$ cat src/rtl/mdc_pkg.sv
package mdc_pkg;

   typedef enum logic [2:0] {
      PH_COAST = 3'd0,
      PH_GAP   = 3'd1,
      PH_DRIVE = 3'd2,
      PH_FAST  = 3'd3,
      PH_SLOW  = 3'd4
   } mdc_phase_e;

   typedef enum logic [1:0] {
      ST_COAST,
      ST_XGAP,
      ST_DRIVE,
      ST_OFF
   } mdc_state_e;

   // nanoseconds to whole clock cycles, rounded to nearest
   function automatic longint ns_to_cyc(input longint hz, input longint ns);
      return (hz * ns + 64'd500_000_000) / 64'd1_000_000_000;
   endfunction

endpackage

$ cat src/rtl/mdc_cnt.sv
module mdc_cnt #(
   parameter int W = 9
) (
   input  logic         clk,
   input  logic         rst_n,
   input  logic         clr_i,
   input  logic         inc_i,
   output logic [W-1:0] q_o
);
   localparam logic [W-1:0] TOP = '1;

   always_ff @(posedge clk or negedge rst_n) begin
      if (!rst_n)                  q_o <= '0;
      else if (clr_i)              q_o <= '0;
      else if (inc_i && q_o != TOP) q_o <= q_o + 1'b1;
   end
endmodule

$ cat src/rtl/mdc_off_decode.sv
module mdc_off_decode import mdc_pkg::*; #(
   parameter int W        = 9,
   parameter int XOV_CYC  = 25,
   parameter int FAST_END = 122,
   parameter int DEAD_END = 152,
   parameter int OFF_CYC  = 405
) (
   input  logic [W-1:0] cnt_i,
   output mdc_phase_e   sub_o,
   output logic         last_o
);
   localparam logic [W-1:0] XOV_C  = W'(XOV_CYC);
   localparam logic [W-1:0] FAST_C = W'(FAST_END);
   localparam logic [W-1:0] DEAD_C = W'(DEAD_END);
   localparam logic [W-1:0] LAST_C = W'(OFF_CYC - 1);

   always_comb begin
      if (cnt_i < XOV_C)       sub_o = PH_GAP;
      else if (cnt_i < FAST_C) sub_o = PH_FAST;
      else if (cnt_i < DEAD_C) sub_o = PH_GAP;
      else                     sub_o = PH_SLOW;
   end

   assign last_o = (cnt_i == LAST_C);
endmodule

$ cat src/rtl/mdc_gate_map.sv
module mdc_gate_map import mdc_pkg::*; #(
   parameter bit SLOW_HIGH = 1'b0
) (
   input  mdc_phase_e  phase_i,
   input  logic        dir_i,
   input  logic        zc_i,
   output logic [3:0]  gate_o
);
   logic [3:0] slow_pat;
   logic [3:0] drv_pat;
   logic [3:0] fast_pat;

   generate
      if (SLOW_HIGH) begin : g_slow_hi
         assign slow_pat = 4'b1010;
      end else begin : g_slow_lo
         assign slow_pat = 4'b0101;
      end
   endgenerate

   assign drv_pat  = dir_i ? 4'b1001 : 4'b0110;
   assign fast_pat = dir_i ? 4'b0110 : 4'b1001;

   always_comb begin
      unique case (phase_i)
         PH_DRIVE: gate_o = drv_pat;
         PH_FAST:  gate_o = zc_i ? 4'b0000 : fast_pat;
         PH_SLOW:  gate_o = zc_i ? 4'b0000 : slow_pat;
         default:  gate_o = 4'b0000;
      endcase
   end
endmodule

$ cat src/rtl/mdc_ctrl.sv
module mdc_ctrl import mdc_pkg::*; #(
   parameter longint CLK_HZ      = 50_000_000,
   parameter int     OFF_NS      = 8100,
   parameter int     FAST_PERMIL = 301,
   parameter int     DEAD_NS     = 600,
   parameter int     XOV_NS      = 500,
   parameter int     BLANK_NS    = 1000,
   parameter bit     SLOW_HIGH   = 1'b0
) (
   input  logic       clk,
   input  logic       rst_n,
   input  logic       en_i,
   input  logic       dir_i,
   input  logic       trip_i,
   input  logic       zero_i,
   output logic [3:0] gate_o,
   output logic [2:0] phase_o,
   output logic       blank_o
);
   localparam int OFF_CYC   = int'(ns_to_cyc(CLK_HZ, longint'(OFF_NS)));
   localparam int DEAD_CYC  = int'(ns_to_cyc(CLK_HZ, longint'(DEAD_NS)));
   localparam int XOV_CYC   = int'(ns_to_cyc(CLK_HZ, longint'(XOV_NS)));
   localparam int BLANK_CYC = int'(ns_to_cyc(CLK_HZ, longint'(BLANK_NS)));
   localparam int FAST_END  = (OFF_CYC * FAST_PERMIL + 500) / 1000;
   localparam int DEAD_END  = FAST_END + DEAD_CYC;
   localparam int CNT_W     = $clog2(OFF_CYC + 1);

   localparam logic [CNT_W-1:0] XOV_LAST_C = CNT_W'(XOV_CYC - 1);
   localparam logic [CNT_W-1:0] BLANK_C    = CNT_W'(BLANK_CYC);

   generate
      if (XOV_CYC < 1) begin : g_bad_xov
         $error("crossover gap must be at least one cycle");
      end
      if (XOV_CYC >= FAST_END) begin : g_bad_fast
         $error("fast decay must outlast the crossover gap");
      end
      if (DEAD_END >= OFF_CYC) begin : g_bad_dead
         $error("dead gap must end before the off-time");
      end
      if (BLANK_CYC >= OFF_CYC) begin : g_bad_blank
         $error("blanking window must fit the counter");
      end
      if (FAST_PERMIL < 1 || FAST_PERMIL > 999) begin : g_bad_permil
         $error("fast decay share out of range");
      end
   endgenerate

   mdc_state_e       state_q, state_d;
   logic             dir_q, dir_d;
   logic             zc_q;
   logic             cnt_clr, cnt_inc;
   logic [CNT_W-1:0] cnt;
   mdc_phase_e       sub_ph, phase;
   logic             off_last;
   logic             blanked;

   mdc_cnt #(.W(CNT_W)) u_cnt (
      .clk   (clk),
      .rst_n (rst_n),
      .clr_i (cnt_clr),
      .inc_i (cnt_inc),
      .q_o   (cnt)
   );

   mdc_off_decode #(
      .W        (CNT_W),
      .XOV_CYC  (XOV_CYC),
      .FAST_END (FAST_END),
      .DEAD_END (DEAD_END),
      .OFF_CYC  (OFF_CYC)
   ) u_dec (
      .cnt_i  (cnt),
      .sub_o  (sub_ph),
      .last_o (off_last)
   );

   assign blanked = (state_q == ST_DRIVE) && (cnt < BLANK_C);

   always_comb begin
      state_d = state_q;
      dir_d   = dir_q;
      cnt_clr = 1'b0;
      cnt_inc = 1'b1;
      unique case (state_q)
         ST_COAST: begin
            cnt_inc = 1'b0;
            if (en_i) begin
               state_d = ST_XGAP;
               dir_d   = dir_i;
               cnt_clr = 1'b1;
            end
         end
         ST_XGAP: begin
            if (cnt == XOV_LAST_C) begin
               state_d = ST_DRIVE;
               cnt_clr = 1'b1;
            end
         end
         ST_DRIVE: begin
            cnt_inc = blanked;
            if (dir_i != dir_q) begin
               state_d = ST_XGAP;
               dir_d   = dir_i;
               cnt_clr = 1'b1;
            end else if (trip_i && !blanked) begin
               state_d = ST_OFF;
               cnt_clr = 1'b1;
            end
         end
         ST_OFF: begin
            if (off_last) begin
               state_d = ST_XGAP;
               dir_d   = dir_i;
               cnt_clr = 1'b1;
            end
         end
         default: state_d = ST_COAST;
      endcase
      if (!en_i) begin
         state_d = ST_COAST;
         cnt_clr = 1'b1;
      end
   end

   always_ff @(posedge clk or negedge rst_n) begin
      if (!rst_n) begin
         state_q <= ST_COAST;
         dir_q   <= 1'b0;
         zc_q    <= 1'b0;
      end else begin
         state_q <= state_d;
         dir_q   <= dir_d;
         if (state_q != ST_OFF) zc_q <= 1'b0;
         else if (zero_i)       zc_q <= 1'b1;
      end
   end

   always_comb begin
      unique case (state_q)
         ST_COAST: phase = PH_COAST;
         ST_XGAP:  phase = PH_GAP;
         ST_DRIVE: phase = PH_DRIVE;
         default:  phase = sub_ph;
      endcase
   end

   mdc_gate_map #(.SLOW_HIGH(SLOW_HIGH)) u_map (
      .phase_i (phase),
      .dir_i   (dir_q),
      .zc_i    (zc_q),
      .gate_o  (gate_o)
   );

   assign phase_o = phase;
   assign blank_o = blanked;
endmodule

$ cat config.mk
export PLATFORM = sky130hd
export DESIGN_NAME = mdc_ctrl
export DESIGN_NICKNAME = d
export VERILOG_FILES = /design/src/rtl/mdc_pkg.sv /design/src/rtl/mdc_cnt.sv /design/src/rtl/mdc_off_decode.sv /design/src/rtl/mdc_gate_map.sv /design/src/rtl/mdc_ctrl.sv
export SDC_FILE = /design/constraint.sdc
export NUM_CORES = 1
export LEC_CHECK = 0
export BUFFER_PORTS_ARGS = -buffer_cell sky130_fd_sc_hd__buf_2
export CAP_MARGIN = 10
export CORE_MARGIN = 5
export CORE_UTILIZATION = 50
export DETAILED_ROUTE_END_ITERATION = 7
export GPL_TIMING_DRIVEN = 0
export PLACE_DENSITY_LB_ADDON = 0.05
export SETUP_SLACK_MARGIN = 0.02
export SYNTH_ARGS = -nofsm -noshare
export SYNTH_HDL_FRONTEND = slang
export SYNTH_SLANG_ARGS = --single-unit
$ cat constraint.sdc
create_clock -name clk -period 4.6 [get_ports clk]
set_input_delay 0.23 -clock clk [delete_from_list [all_inputs] [get_ports clk]]
set_output_delay 0.23 -clock clk [all_outputs]
set_load 0.03 [all_outputs]
; Yosys cells after proc, flatten, opt, wreduce, memory -nomap -nowiden
; Cells that the tools add are included.
; Widths: inputs -> output; s select.
[classes]
n_mux = 30
n_lt_le_gt_ge = 4
n_reduce_logical = 10
eq_ne = 17
addsub = 1
[op_table]
columns = cell, count
row1 = $mux 9, 2
row2 = $mux 3, 4
row3 = $mux 4, 3
row4 = $pmux 4 s3, 1
row5 = $mux 1, 10
row6 = $mux 2, 5
row7 = $add 9x1->9 const B, 1
row8 = $eq 9x5->1 const B, 1
row9 = $eq 9x9->1 const B, 1
row10 = $lt 9x5->1 const B, 1
row11 = $lt 9x6->1 const B, 1
row12 = $lt 9x7->1 const B, 1
row13 = $lt 9x8->1 const B, 1
row14 = $ne 9x9->1 const B, 1
row15 = $pmux 3 s3, 1
row16 = $pmux 2 s4, 1
row17 = $eq 3x2->1 const B, 2
row18 = $ne 2x2->1 const B, 3
row19 = $ne 3x3->1 const B, 2
row20 = $eq 2x2->1 const B, 2
row21 = $ne 4x2->1 const B, 1
row22 = $pmux 1 s4, 1
row23 = $reduce_and 4->1, 1
row24 = $reduce_bool 2->1, 2
row25 = other kinds (11), 13
[word_totals]
input_bits = 6
regBits = 13
wordCells = 66
output_inout_bits = 8

; Depth between registers and ports, before layout
; Gate-level depths: netlist (run 1).
[depth]
ltp_word = 9
depth_mapped = 10
depth_no_buf = 9

; Cells and area by module
; A second synthesis (run 1) with hierarchy kept.
[unflattened]
hier_cells = 118
area_unflattened_um2 = 1061.0
[by_module_without_submodules]
columns = mod, seq_area_each_um2, area_each_um2, instances, cells_each
row1 = mdc_cnt, 225.2, 462.9, 1, 46
row2 = mdc_ctrl, 100.1, 420.4, 1, 48
row3 = mdc_off_decode, 0.0, 90.1, 1, 12
row4 = mdc_gate_map, 0.0, 87.6, 1, 12

; Worst setup path before layout (run 1)
; OpenSTA, ideal clock, no wires.
[synth_timing]
kind = register to register
from = register u_cnt.q_o[1]
to = register u_cnt.q_o[5]
setup_ns = 0.111
t_arrival_ns = 2.318
n_path_buf = 0
period_less_slack_ns = 2.430
slack_ns = 2.170
t_required_ns = 4.489
stages_incl_launch_ff = 9
cell_sequence = dfrtp_1 ha_1 nand3_1 or2_2 nor2_1 ha_1 o41a_1 or4_1 a2111oi_2
[synth_between]
elab_chain_cells = 9
word_cells_on_any_way = 19
cone_classes = add/sub (1) / order compare (1) / eq/ne (3) / mux (9) / reduce/logical (5)
[synth_rtl]
columns = element, line_no
row1 = from (decl), mdc_cnt.sv:8  ; output logic [W-1:0] q_o
row2 = from (signal assigned), mdc_cnt.sv:15  ; else if (inc_i && q_o != TOP) q_o <= q_o + 1'b1;
row3 = $lt 9x6->1, mdc_ctrl.sv:78  ; assign blanked = (state_q == ST_DRIVE) && (cnt < BLANK_C);
row4 = $logic_and 1x1->1, mdc_ctrl.sv:78
row5 = $logic_not 1->1, mdc_ctrl.sv:106  ; end else if (trip_i && !blanked) begin
row6 = $logic_and 1x1->1, mdc_ctrl.sv:106
row7 = $mux 1, mdc_ctrl.sv:106
row8 = $mux 1, mdc_ctrl.sv:102  ; if (dir_i != dir_q) begin
row9 = $pmux 1 s4, mdc_ctrl.sv:85  ; unique case (state_q)
row10 = $mux 1, mdc_ctrl.sv:120  ; if (!en_i) begin
row11 = $mux 9 or $reduce_bool 2->1 (tied branches), -
; Several ways; a longest one is shown, not always the timed one. The select of a mux whose other input is x is not followed.
; A chain may end at the register's enable or synchronous reset.

; Worst setup path after layout (run 1)
[layout_timing]
from = register u_cnt.q_o[1]
to = register u_cnt.q_o[6]
; Same word-level chain as after synthesis.

==> results of run 1 <==
==> state kept, by name (all words and copies together) (netlist names) <==
name and cells:
dir_q 1, state_q 2, zc_q 1, u_cnt.q_o 9
==> cells in the mapped netlist, types with 2 or more instances <==
master                      number
sky130_fd_sc_hd__dfrtp_1        13
sky130_fd_sc_hd__ha_1           10
sky130_fd_sc_hd__o21ai_0         9
sky130_fd_sc_hd__inv_1           8
sky130_fd_sc_hd__nor2_1          8
sky130_fd_sc_hd__nand2_1         7
sky130_fd_sc_hd__or3_1           6
sky130_fd_sc_hd__mux2i_1         4
sky130_fd_sc_hd__or4_1           4
sky130_fd_sc_hd__a2111oi_0       3
sky130_fd_sc_hd__a2111oi_2       3
sky130_fd_sc_hd__nand2b_1        3
sky130_fd_sc_hd__nand3_1         3
sky130_fd_sc_hd__nor4_1          3
sky130_fd_sc_hd__o211ai_1        3
sky130_fd_sc_hd__o31ai_1         3
sky130_fd_sc_hd__a21oi_1         2
sky130_fd_sc_hd__buf_2           2
sky130_fd_sc_hd__nor2b_1         2
sky130_fd_sc_hd__nor3_1          2
sky130_fd_sc_hd__or2_2           2
sky130_fd_sc_hd__xnor2_1         2
==> metrics by stage <==
step / instances / hold slack [ns]
global route: 166 / 0.153
finish: 166 / 0.148
CTS: 166 / 0.145
detailed placement: 161 / 0.145
floorplan: 121 / -0.0656
global placement: 161 / 0.140
==> logic make-up (layout without fill, tap and decap cells) <==
family	Yosys count	count (layout)	synth area share
and+or+nand+nor	46	46	0.238
AOI/OAI and AO/OA	32	32	0.231
DFF	13	13	0.301
buffers and inverters	13	31	0.0509
adders and majority gates	10	10	0.116
muxes	5	5	0.0474
xor gates and xnor gates	2	2	0.0162
==> per-layer routing <==
| metal | track usage | routed length [um] | up-vias |
|---|---|---|---|
| li1 | - | - | 492 |
| met2 | 0.271 | 1200 | 25 |
| met4 | 0.0983 | 57 | 0 |
| met5 | 0 | 0 | - |
| met3 | 0.0459 | 142 | 7 |
| met1 | 0.260 | 1210 | 485 |
==> final cells by class <==
cell class | count | area, um2
clock inverter | 1 | 5.00
tap | 27 | 33.8
timing repair buffer | 14 | 75.1
buffer | 5 | 25.0
sequential | 13 | 325
inverter | 8 | 30.0
clock buffer | 3 | 22.5
multi-input combinational | 95 | 702
fill | 190 | 803
==> worst paths after layout <==
| path | endpoint | slack (ns) |
|---|---|---|
| max in group asynchronous | state_q[0]$_DFFE_PN0P_ | 4.00 |
| max | u_cnt.q_o[6]$_DFFE_PN0P_ | 1.88 |
| min reg2reg | zc_q$_DFFE_PN0P_ | 0.56 |
| min | zc_q$_DFFE_PN0P_ | 0.15 |
| max reg2reg | u_cnt.q_o[6]$_DFFE_PN0P_ | 1.88 |
| min in group asynchronous | u_cnt.q_o[7]$_DFFE_PN0P_ | 0.35 |
==> where the power goes <==
part           switching, mW  total (mW)  internal (mW)  leakage [nW]
clock                 0.0464      0.0788         0.0324        0.0177
sequential            0.0203       0.148          0.128         0.178
combinational          0.146       0.244         0.0978         0.352
total                  0.213       0.471          0.258         0.548
==> worst reg2reg max path: stages (launching register included) <==
cell and delay (ns):
sky130_fd_sc_hd__dfrtp_1 0.47, sky130_fd_sc_hd__ha_1 0.23, sky130_fd_sc_hd__nand3_1 0.13, sky130_fd_sc_hd__or2_2 0.14, sky130_fd_sc_hd__nor2_1 0.04, sky130_fd_sc_hd__ha_1 0.20, sky130_fd_sc_hd__o41a_1 0.50, sky130_fd_sc_hd__buf_4 0.21
sky130_fd_sc_hd__or3_1 0.33, sky130_fd_sc_hd__a2111oi_2 0.36
==> results_dict.tcl, run 1 <==
set metrics [dict create \
    total_global_route_track_usage 0.189 \
    utilization 0.603 \
    ys_ff_latch 13 \
    number_of_cts_inserted_buffers 3 \
    final.setup_skew_ns 0.00619 \
    hpwl_um 1920 \
    total_leakage_power_nw 0.548 \
    setup.worst_path.start_class "flop" \
    numClockSinks 13 \
    num_rows 16 \
    synthTopCellsByArea "sky130_fd_sc_hd__dfrtp_1 30%, sky130_fd_sc_hd__ha_1 12%, sky130_fd_sc_hd__o21ai_0 4.2%" \
    run_status "finished, final reports clean" \
    layout.cells.most_common_list "15 x sky130_fd_sc_hd__buf_2, 13 x sky130_fd_sc_hd__dfrtp_1, 10 x sky130_fd_sc_hd__ha_1" \
    fin_area_um2 1220 \
    hold_violations 0 \
    worstPathMaxFanout 10 \
    power.ir.vdd_worst_mv 0.218 \
    drt-pass1-iter-count 4 \
    post_cts.repair.setup_buffers 0 \
    detail_route.wirelength_um 2600 \
    synth_edf_count 0 \
    worst_r2r_src "u_cnt.q_o[1]$_DFFE_PN0P_" \
    post-place-ws_ns 1.94 \
    holdCritStartpoint "zero_i" \
    worst_path_most_repeated_cell "sky130_fd_sc_hd__ha_1" \
    post_dp_cell_area_um2 1180 \
    syn-mean-instance-area_um2 8.94 \
    layout_commonest_cell "sky130_fd_sc_hd__buf_2" \
    cp_cell_sequence "ha_1 -> nand3_1 -> or2_2 -> nor2_1 -> ha_1 -> o41a_1 -> buf_4 -> or3_1 -> a2111oi_2" \
    cts_tree "built" \
    instance_count_on_the_critical_path 9 \
    vias_per_inst 6.08 \
    max-clock-path-buffers 2 \
    post_synthesis_cells 121 \
    floorplan.die.height_um 56.5 \
    first_pass_grt_wire_length_um 4850 \
    num-nets-final 156 \
    timing.critical_path.slowest_stage_cell "sky130_fd_sc_hd__o41a_1" \
    worstMarginPinSlew_ns 0.903 \
    yosys.area.top_type_share 0.301 \
    drt_iter0_markers 22 \
    post_cts.resized_instances 0 \
    vias 1009 \
    drc_errors 0 \
    cp.buffers_inverters 1 \
    cts_hold_buf 1 \
    timing.hold.worst.class "input pin to flop" \
    hold_depth 3 \
    path_delay_family "compound AO/OA/AOI/OAI gates" \
    detail_route.wl_per_cell_um 15.7 \
    ys.flop_type "sky130_fd_sc_hd__dfrtp_1" \
    placement.io_buffers 13 \
    fp.coreArea_um2 2020 \
    finalMaxSlewViolations 0 \
    via_count_of_the_first_global_routing_pass 1012 \
    post_synth_instance_area_um2 1080 \
    share_of_final_layout_standard_cells_stronger_than_drive_strength_1 0.194 \
    number_of_cells_on_the_worst_reg_to_reg_path 9 \
    clkLatencyLatePin_ns 0.29 \
    timing.max_slew.rel_slack 0.398 \
    grt_overflow 0 \
    post_synth_num_cell_types 41 \
    crit_required_ns 4.78 \
    power.density_cell_area_nw_per_um2 386 \
    max_clock_freq_mhz 368 \
    timing.final.crit_period_ns 2.72 \
    chipWidth_um 56.5 \
    route.antenna.remaining_nets 0 \
    synthDominantAreaCellType "sky130_fd_sc_hd__dfrtp_1" \
    ys.warnings.count 0 \
    post-route-worst-setup-slack_ns 1.88 \
    die-area_um2 3200 \
    grt_setup_unrepaired "no" \
    crit_startpoint "u_cnt.q_o[1]$_DFFE_PN0P_" \
    synth_fp_nets 137 \
    fin_crit_sh 0.591 \
    ffs_w_async_s_r_synth 1.00 \
    num_io_pins 14 \
    report.final.setup_viol 0 \
    antenna-diode-count 0 \
    synth_sequential_area_ratio 0.301 \
    endpoint_kind "flop" \
    worst-setup-path-type "flop to flop" \
    flow.area_growth_from_synthesis_pct 12.6 \
    fin_total_pwr_mw 0.471 \
    cts_max_level 1 \
    timing.max_cap.violations 0 \
    cts_root_buffer "sky130_fd_sc_hd__clkbuf_4" \
    cpPeakStageDelay_ns 0.50 \
    final.setup.tns_ns 0 \
    final_weighted_congestion_in_routability_driven_placement 0.824 \
    grt_start_max_net_pins 14 \
    clk_transition_reported_paths_ns 0.10 \
    number_of_antenna_violations_at_the_first_check_in_global_routing 0 \
    timing.critical_path.arrival_ns 2.90 \
    initial_utilization 0.535 \
]
No activity file was read; power rests on OpenSTA's default activity.
==> run 2: changes to the inputs <==
ABC_AREA = 1   (was default)
clock period = 2.4 ns   (was 4.6 ns; I/O delays follow)
==> run 2 against run 1 <==
Against the previous run: core utilization fell by 3.6 points; sequential power rose by 93%; total power rose by 120%; clock skew fell by 0.0042 ns; hold slack got worse by 0.097 ns; cell count rose by 43%; sequential cell count did not move; via count rose by 18%; clock-buffer cell count rose by 1; non-clock buffer count fell by 2; synthesized area rose by 13%; critical path depth fell by 1; largest cell class unchanged; largest power group unchanged; highest routed layer unchanged.
==> results_dict.tcl, run 2 <==
set metrics [dict create \
    drt_iter0_markers 75 \
    via_count_of_the_first_global_routing_pass 1138 \
    p_comb_frac 0.584 \
    ys.warnings.count 0 \
    final_weighted_congestion_in_routability_driven_placement 0.857 \
    crit_required_ns 2.28 \
    final.setup.tns_ns 0 \
    vias_per_inst 5.00 \
    timing.max_cap.violations 0 \
    cts_tree "built" \
    timing.final.crit_period_ns 1.97 \
    seqPwrFrac 0.275 \
    worst_hold_path.endpoint "zc_q$_DFFE_PN0P_" \
    worstPathMaxFanout 5 \
    ffs_w_async_s_r_synth 1.00 \
    timing.hold.worst.class "input pin to flop" \
    max_clock_freq_mhz 507 \
    worstMarginPinSlew_ns 0.313 \
    post_cts.resized_instances 0 \
    number_of_antenna_violations_at_the_first_check_in_global_routing 0 \
    setup.worst_path.start_class "flop" \
    share_of_final_layout_standard_cells_stronger_than_drive_strength_1 0.179 \
    synth_sequential_area_ratio 0.265 \
    report.final.setup_viol 0 \
    antenna-diode-count 0 \
    wl_met1_um 1330 \
    layout.cells.most_common_list "52 x sky130_fd_sc_hd__nand2_1, 27 x sky130_fd_sc_hd__inv_1, 25 x sky130_fd_sc_hd__nor2_1" \
    syn-mean-instance-area_um2 6.49 \
    drt-pass1-iter-count 4 \
    synthTopCellsByArea "sky130_fd_sc_hd__dfrtp_1 27%, sky130_fd_sc_hd__nand2_1 16%, sky130_fd_sc_hd__ha_1 10%" \
    total_leakage_power_nw 0.743 \
    ys.flop_type "sky130_fd_sc_hd__dfrtp_1" \
    flow.area_growth_from_synthesis_pct 11.3 \
    power.net_switching_mw 0.507 \
    top_register "u_cnt.q_o" \
    grt_setup_unrepaired "no" \
    post-synth-top-count-cell "sky130_fd_sc_hd__nand2_1" \
    share_clk_of_total_power 0.141 \
    num_io_pins 14 \
    final.setup_skew_ns 0.00199 \
    worst-setup-path-type "flop to primary output" \
    synth_edf_count 0 \
    cts_max_level 1 \
    routed-wl-met2_um 1280 \
    largest_reg_flops 9 \
    detail_route.wl_per_cell_um 11.5 \
    timing.critical_path.arrival_ns 1.85 \
    num-fill-cells 228 \
    drc_errors 0 \
    regToRegSetupSlack_ns 0.45 \
    number_of_cts_inserted_buffers 3 \
    timing.max_slew.rel_slack 0.791 \
    hold_depth 3 \
    power.ir.vdd_worst_mv 0.537 \
    route.antenna.remaining_nets 0 \
    layout_commonest_cell "sky130_fd_sc_hd__nand2_1" \
    chipWidth_um 59.5 \
    endpoint_kind "primary output" \
    worstReg2RegEnd "u_cnt.q_o[3]$_DFFE_PN0P_" \
    synthDominantAreaCellType "sky130_fd_sc_hd__dfrtp_1" \
    cell_internal_pwr_mw 0.531 \
    floorplan.die.height_um 59.5 \
    met3RoutedLength_um 92 \
    top_layer_used "met4" \
    first_pass_grt_wire_length_um 4720 \
    cts_root_buffer "sky130_fd_sc_hd__clkbuf_4" \
    run_status "finished, final reports clean" \
    finalMaxSlewViolations 0 \
    initial_utilization 0.509 \
    total_global_route_track_usage 0.171 \
    post_synthesis_cells 189 \
    power.share.switching 0.488 \
    top_regs "u_cnt.q_o: 9 flops, state_q: 2 flops" \
    numClockSinks 13 \
    grt_start_max_net_pins 14 \
    post_synth_num_cell_types 24 \
    die-area_um2 3550 \
    power.density_cell_area_nw_per_um2 760 \
    num_rows 18 \
    clk_transition_reported_paths_ns 0.09 \
    yosys.area.top_type_share 0.265 \
    post_synth_instance_area_um2 1230 \
    number_of_cells_on_the_worst_reg_to_reg_path 11 \
    hold_violations 0 \
    ys_ff_latch 13 \
    worst_r2r_src "u_cnt.q_o[1]$_DFFE_PN0P_" \
    vias 1186 \
    grt_overflow 0 \
    fin_total_pwr_mw 1.04 \
    hpwl_um 2130 \
    detail_route.wirelength_um 2730 \
    clkLatencyLatePin_ns 0.28 \
    synth_common_cells "52 x sky130_fd_sc_hd__nand2_1, 27 x sky130_fd_sc_hd__inv_1, 25 x sky130_fd_sc_hd__nor2_1, 23 x sky130_fd_sc_hd__nand3_1, 13 x sky130_fd_sc_hd__dfrtp_1" \
    fp.coreArea_um2 2410 \
    fin_crit_sh 0.822 \
    holdCritStartpoint "zero_i" \
    synth_fp_nets 205 \
    max-clock-path-buffers 2 \
    placement.io_buffers 13 \
    num-nets-final 224 \
]
run 2: cell count changes in the layout (fill, tap and decap cells not counted), sizes merged, moves of 7 or more:
cell,change
nor2,+22
nand3,+21
nand2,+52
o21ai,-8
inv,+21
nand4,+7
run 2: repair_timing:
| action | 4_1_cts | 5_1_grt |
|---|---|---|
| endpoints found under the hold margin | 13 | 0 |
| setup endpoints to repair | 0 | 0 |
| buffers inserted | 0 | 0 |
| hold buffers | 1 | 0 |
run 2: worst max path at each step:
stage,end,start,slack [ns]
finish,gate_o[2],state_q[0]$_DFFE_PN0P_,0.43
global placement,u_cnt.q_o[5]$_DFFE_PN0P_,u_cnt.q_o[1]$_DFFE_PN0P_,0.51
CTS,gate_o[1],state_q[0]$_DFFE_PN0P_,0.41
global route,u_cnt.q_o[3]$_DFFE_PN0P_,u_cnt.q_o[1]$_DFFE_PN0P_,0.17
floorplan,gate_o[0],state_q[0]$_DFFE_PN0P_,0.47
detailed placement,u_cnt.q_o[3]$_DFFE_PN0P_,u_cnt.q_o[1]$_DFFE_PN0P_,0.48
run 2: critical path, stage by stage, from the launching register on:
cell                       delay, ns
sky130_fd_sc_hd__dfrtp_1        0.43
sky130_fd_sc_hd__inv_1          0.15
sky130_fd_sc_hd__ha_1           0.27
sky130_fd_sc_hd__inv_1          0.11
sky130_fd_sc_hd__nor2_1         0.08
sky130_fd_sc_hd__o21bai_2       0.13
sky130_fd_sc_hd__nand3_1        0.12
sky130_fd_sc_hd__nand3_1        0.08
sky130_fd_sc_hd__buf_2          0.19
run 2: per-layer routing:
layer | global-route usage | vias up
met5 | 0 | -
met4 | 0.0665 | 0
met3 | 0.0218 | 5
met2 | 0.290 | 21
met1 | 0.219 | 530
li1 | - | 630
run 2: power groups by stage:
stage	Sequential [mW]	Clock (mW)	Combinational, mW
floorplan	0.283	0	0.478
global placement	0.289	0	0.594
detailed placement	0.289	0	0.606
CTS	0.285	0.151	0.610
global route	0.293	0.156	0.676
finish	0.286	0.146	0.606
run 2: cells by family (layout without fill, tap and decap cells):
group                      Yosys count  in the layout  synth area share
adders and majority gates           10             10             0.102
DFF                                 13             13             0.265
xor gates and xnor gates             1              1           0.00714
AOI/OAI and AO/OA                    8              8            0.0408
and+or+nand+nor                    125            125             0.474
buffers and inverters               32             50             0.111
run 2: layout make-up:
| class | instances | area [um2] | area share |
|---|---|---|---|
| inverters | 29 | 109 | 0.0797 |
| repair buffers | 14 | 75.1 | 0.0549 |
| flip-flops and latches | 13 | 325 | 0.238 |
| multi-input cells | 144 | 766 | 0.560 |
| clock buffers | 4 | 26.3 | 0.0192 |
| plain buffers | 3 | 27.5 | 0.0201 |
| well taps | 30 | 37.5 | 0.0275 |
run 2: metrics by stage:
step | std cells | worst slack (ns) | area [um2] | util | hold WS [ns]
finish | 237 | 0.428 | 1370 | 0.567 | 0.0514
global route | 237 | 0.167 | 1370 | 0.567 | 0.0714
CTS | 237 | 0.408 | 1370 | 0.567 | 0.0431
detailed placement | 232 | 0.481 | 1330 | 0.552 | 0.0357
global placement | 232 | 0.510 | 1330 | 0.552 | 0.0298
floorplan | 189 | 0.472 | 1230 | - | -0.176
==> run 3: changes to the inputs <==
clock period = 2 ns   (was 2.4 ns; I/O delays follow)
==> run 3 against run 2 <==
Against the previous run: clock-buffer cell count is the same; sequential share of layout area shrank 0.60 points; cell count grew 0.84%; clock power grew 20%; final area grew 3.8%; critical endpoint unchanged; largest cell class unchanged; largest power group unchanged.
==> results_dict.tcl, run 3 (synthesized netlist as in run 2, its figures left out) <==
set metrics [dict create \
    drt_iter0_markers 58 \
    route.antenna.remaining_nets 0 \
    hpwl_um 2130 \
    cts_tree "built" \
    cts_root_buffer "sky130_fd_sc_hd__clkbuf_4" \
    vias 1195 \
    holdCritStartpoint "zero_i" \
    fin_crit_sh 0.920 \
    timing.max_slew.rel_slack 0.790 \
    grt_start_max_net_pins 14 \
    timing.critical_path.arrival_ns 1.74 \
    detail_route.wirelength_um 2820 \
    largest_reg_flops 9 \
    worstPathMaxFanout 3 \
    worstMarginPinSlew_ns 0.315 \
    num_io_pins 14 \
    post-route-worst-setup-slack_ns 0.159 \
    layout_commonest_cell "sky130_fd_sc_hd__nand2_1" \
    max-clock-path-buffers 2 \
    cpPeakStageDelay_ns 0.42 \
    seqPwrFrac 0.270 \
    power.net_switching_mw 0.628 \
    total_global_route_track_usage 0.171 \
    timing.critical_path.slowest_stage_cell "sky130_fd_sc_hd__dfrtp_2" \
    setup.worst_path.start_class "flop" \
    top_regs "u_cnt.q_o: 9 flops, state_q: 2 flops" \
    finalMaxSlewViolations 0 \
    final.setup.tns_ns 0 \
    clk_transition_reported_paths_ns 0.09 \
    floorplan.die.height_um 59.5 \
    cell_internal_pwr_mw 0.665 \
    hold_depth 3 \
    fp.coreArea_um2 2410 \
    final_weighted_congestion_in_routability_driven_placement 0.857 \
    power.density_cell_area_nw_per_um2 912 \
    vias_per_inst 5.00 \
    worst-setup-path-type "flop to primary output" \
    max_clock_freq_mhz 543 \
    share_clk_of_total_power 0.135 \
    antenna-diode-count 0 \
    via_count_of_the_first_global_routing_pass 1138 \
    timing.hold.worst.class "input pin to flop" \
    worst_r2r_src "u_cnt.q_o[0]$_DFFE_PN0P_" \
    cts_max_level 1 \
    power.share.switching 0.486 \
    chipWidth_um 59.5 \
    number_of_cells_on_the_worst_reg_to_reg_path 11 \
    hold_violations 0 \
    worstReg2RegEnd "u_cnt.q_o[3]$_DFFE_PN0P_" \
    worst_hold_path.endpoint "zc_q$_DFFE_PN0P_" \
    timing.max_cap.violations 0 \
    path_delay_family "simple AND/OR/NAND/NOR gates" \
    number_of_antenna_violations_at_the_first_check_in_global_routing 0 \
    flow.area_growth_from_synthesis_pct 15.5 \
    numClockSinks 13 \
    first_pass_grt_wire_length_um 4720 \
    share_of_final_layout_standard_cells_stronger_than_drive_strength_1 0.234 \
    initial_utilization 0.509 \
    drc_errors 0 \
    endpoint_kind "primary output" \
    final.setup_skew_ns 0.00185 \
    num_rows 18 \
    fin_total_pwr_mw 1.29 \
    fin_worst_hold_slack_ns 0.0314 \
    die-area_um2 3550 \
    power.ir.vdd_worst_mv 0.690 \
    placement.io_buffers 13 \
    run_status "finished, final reports clean" \
    regToRegSetupSlack_ns 0.20 \
    grt_setup_unrepaired "no" \
    total_leakage_power_nw 0.741 \
    crit_required_ns 1.90 \
    timing.final.crit_period_ns 1.84 \
    report.final.setup_viol 0 \
    p_comb_frac 0.595 \
    num-nets-final 226 \
    number_of_cts_inserted_buffers 3 \
    cp_cell_sequence "buf_4 -> nor2_2 -> nor2_1 -> nand2_1 -> nand2_1 -> o21bai_2 -> nand3_1 -> nand3_1 -> clkbuf_4" \
    layout.cells.most_common_list "52 x sky130_fd_sc_hd__nand2_1, 26 x sky130_fd_sc_hd__inv_1, 23 x sky130_fd_sc_hd__nor2_1, 23 x sky130_fd_sc_hd__nand3_1, 13 x sky130_fd_sc_hd__buf_2" \
    clkLatencyLatePin_ns 0.29 \
    grt_overflow 0 \
    detail_route.wl_per_cell_um 11.8 \
    cp.buffers_inverters 2 \
    post-place-ws_ns 0.0811 \
    top_register "u_cnt.q_o" \
    drt-pass1-iter-count 4 \
]
-- run 3: cell types whose count changed in the layout (fill, tap and decap cells not counted), sizes merged --
cell,before,now
clkbuf,4,5
buf,16,17
-- run 3: worst max-delay path by stage --
stage | to | start | cells after the start
CTS | gate_o[1] | state_q[0]$_DFFE_PN0P_ | 8
global route | u_cnt.q_o[2]$_DFFE_PN0P_ | u_cnt.q_o[0]$_DFFE_PN0P_ | 11
finish | gate_o[2] | u_cnt.q_o[1]$_DFFE_PN0P_ | 9
detailed placement | u_cnt.q_o[3]$_DFFE_PN0P_ | u_cnt.q_o[1]$_DFFE_PN0P_ | 11
global placement | u_cnt.q_o[5]$_DFFE_PN0P_ | u_cnt.q_o[1]$_DFFE_PN0P_ | 11
floorplan | gate_o[0] | state_q[0]$_DFFE_PN0P_ | 6
-- run 3: repair_timing --
item / CTS / global route
gates resized for setup: 0 / 13
setup endpoints to repair: 0 / 13
buffers inserted: 0 / 2
hold buffers: 1 / 0
endpoints found under the hold margin: 13 / 0
-- run 3: metal layers --
metal	part of all wire	track usage	routed length, um
met5	0	0	0
met4	0.0082	0.0665	23
met3	0.038	0.0218	106
met2	0.49	0.290	1380
met1	0.47	0.219	1310
-- run 3: power groups by stage --
stage | Combinational (mW) | Clock [mW] | Sequential, mW
after floorplan | 0.574 | 0 | 0.340
after CTS | 0.733 | 0.181 | 0.342
final | 0.770 | 0.175 | 0.349
after detailed placement | 0.727 | 0 | 0.347
after global routing | 0.856 | 0.187 | 0.356
after global placement | 0.712 | 0 | 0.346
-- run 3: final cells by class --
cell class / count / area (um2)
fillers: 226 / 992
multi-input cells: 144 / 796
flip-flops and latches: 13 / 329
inverters: 29 / 109
repair buffers: 16 / 92.6
well taps: 30 / 37.5
plain buffers: 3 / 27.5
clock buffers: 4 / 26.3
-- run 3: metrics by stage --
stage                util  area, um2  cells
floorplan               -       1230    189
global placement    0.552       1330    232
detailed placement  0.552       1330    232
CTS                 0.567       1370    237
global route        0.588       1420    239
finish              0.588       1420    239
-- run 3: worst register-to-register path, stage by stage, from the launching register on --
cell	delay, ns
sky130_fd_sc_hd__dfrtp_1	0.40
sky130_fd_sc_hd__ha_2	0.20
sky130_fd_sc_hd__nand2_1	0.10
sky130_fd_sc_hd__nor2_4	0.05
sky130_fd_sc_hd__nand3_1	0.08
sky130_fd_sc_hd__nor2_1	0.05
sky130_fd_sc_hd__ha_1	0.17
sky130_fd_sc_hd__inv_1	0.13
sky130_fd_sc_hd__buf_2	0.24
sky130_fd_sc_hd__nand4_1	0.13
sky130_fd_sc_hd__nand3_1	0.09
sky130_fd_sc_hd__nor2_1	0.04
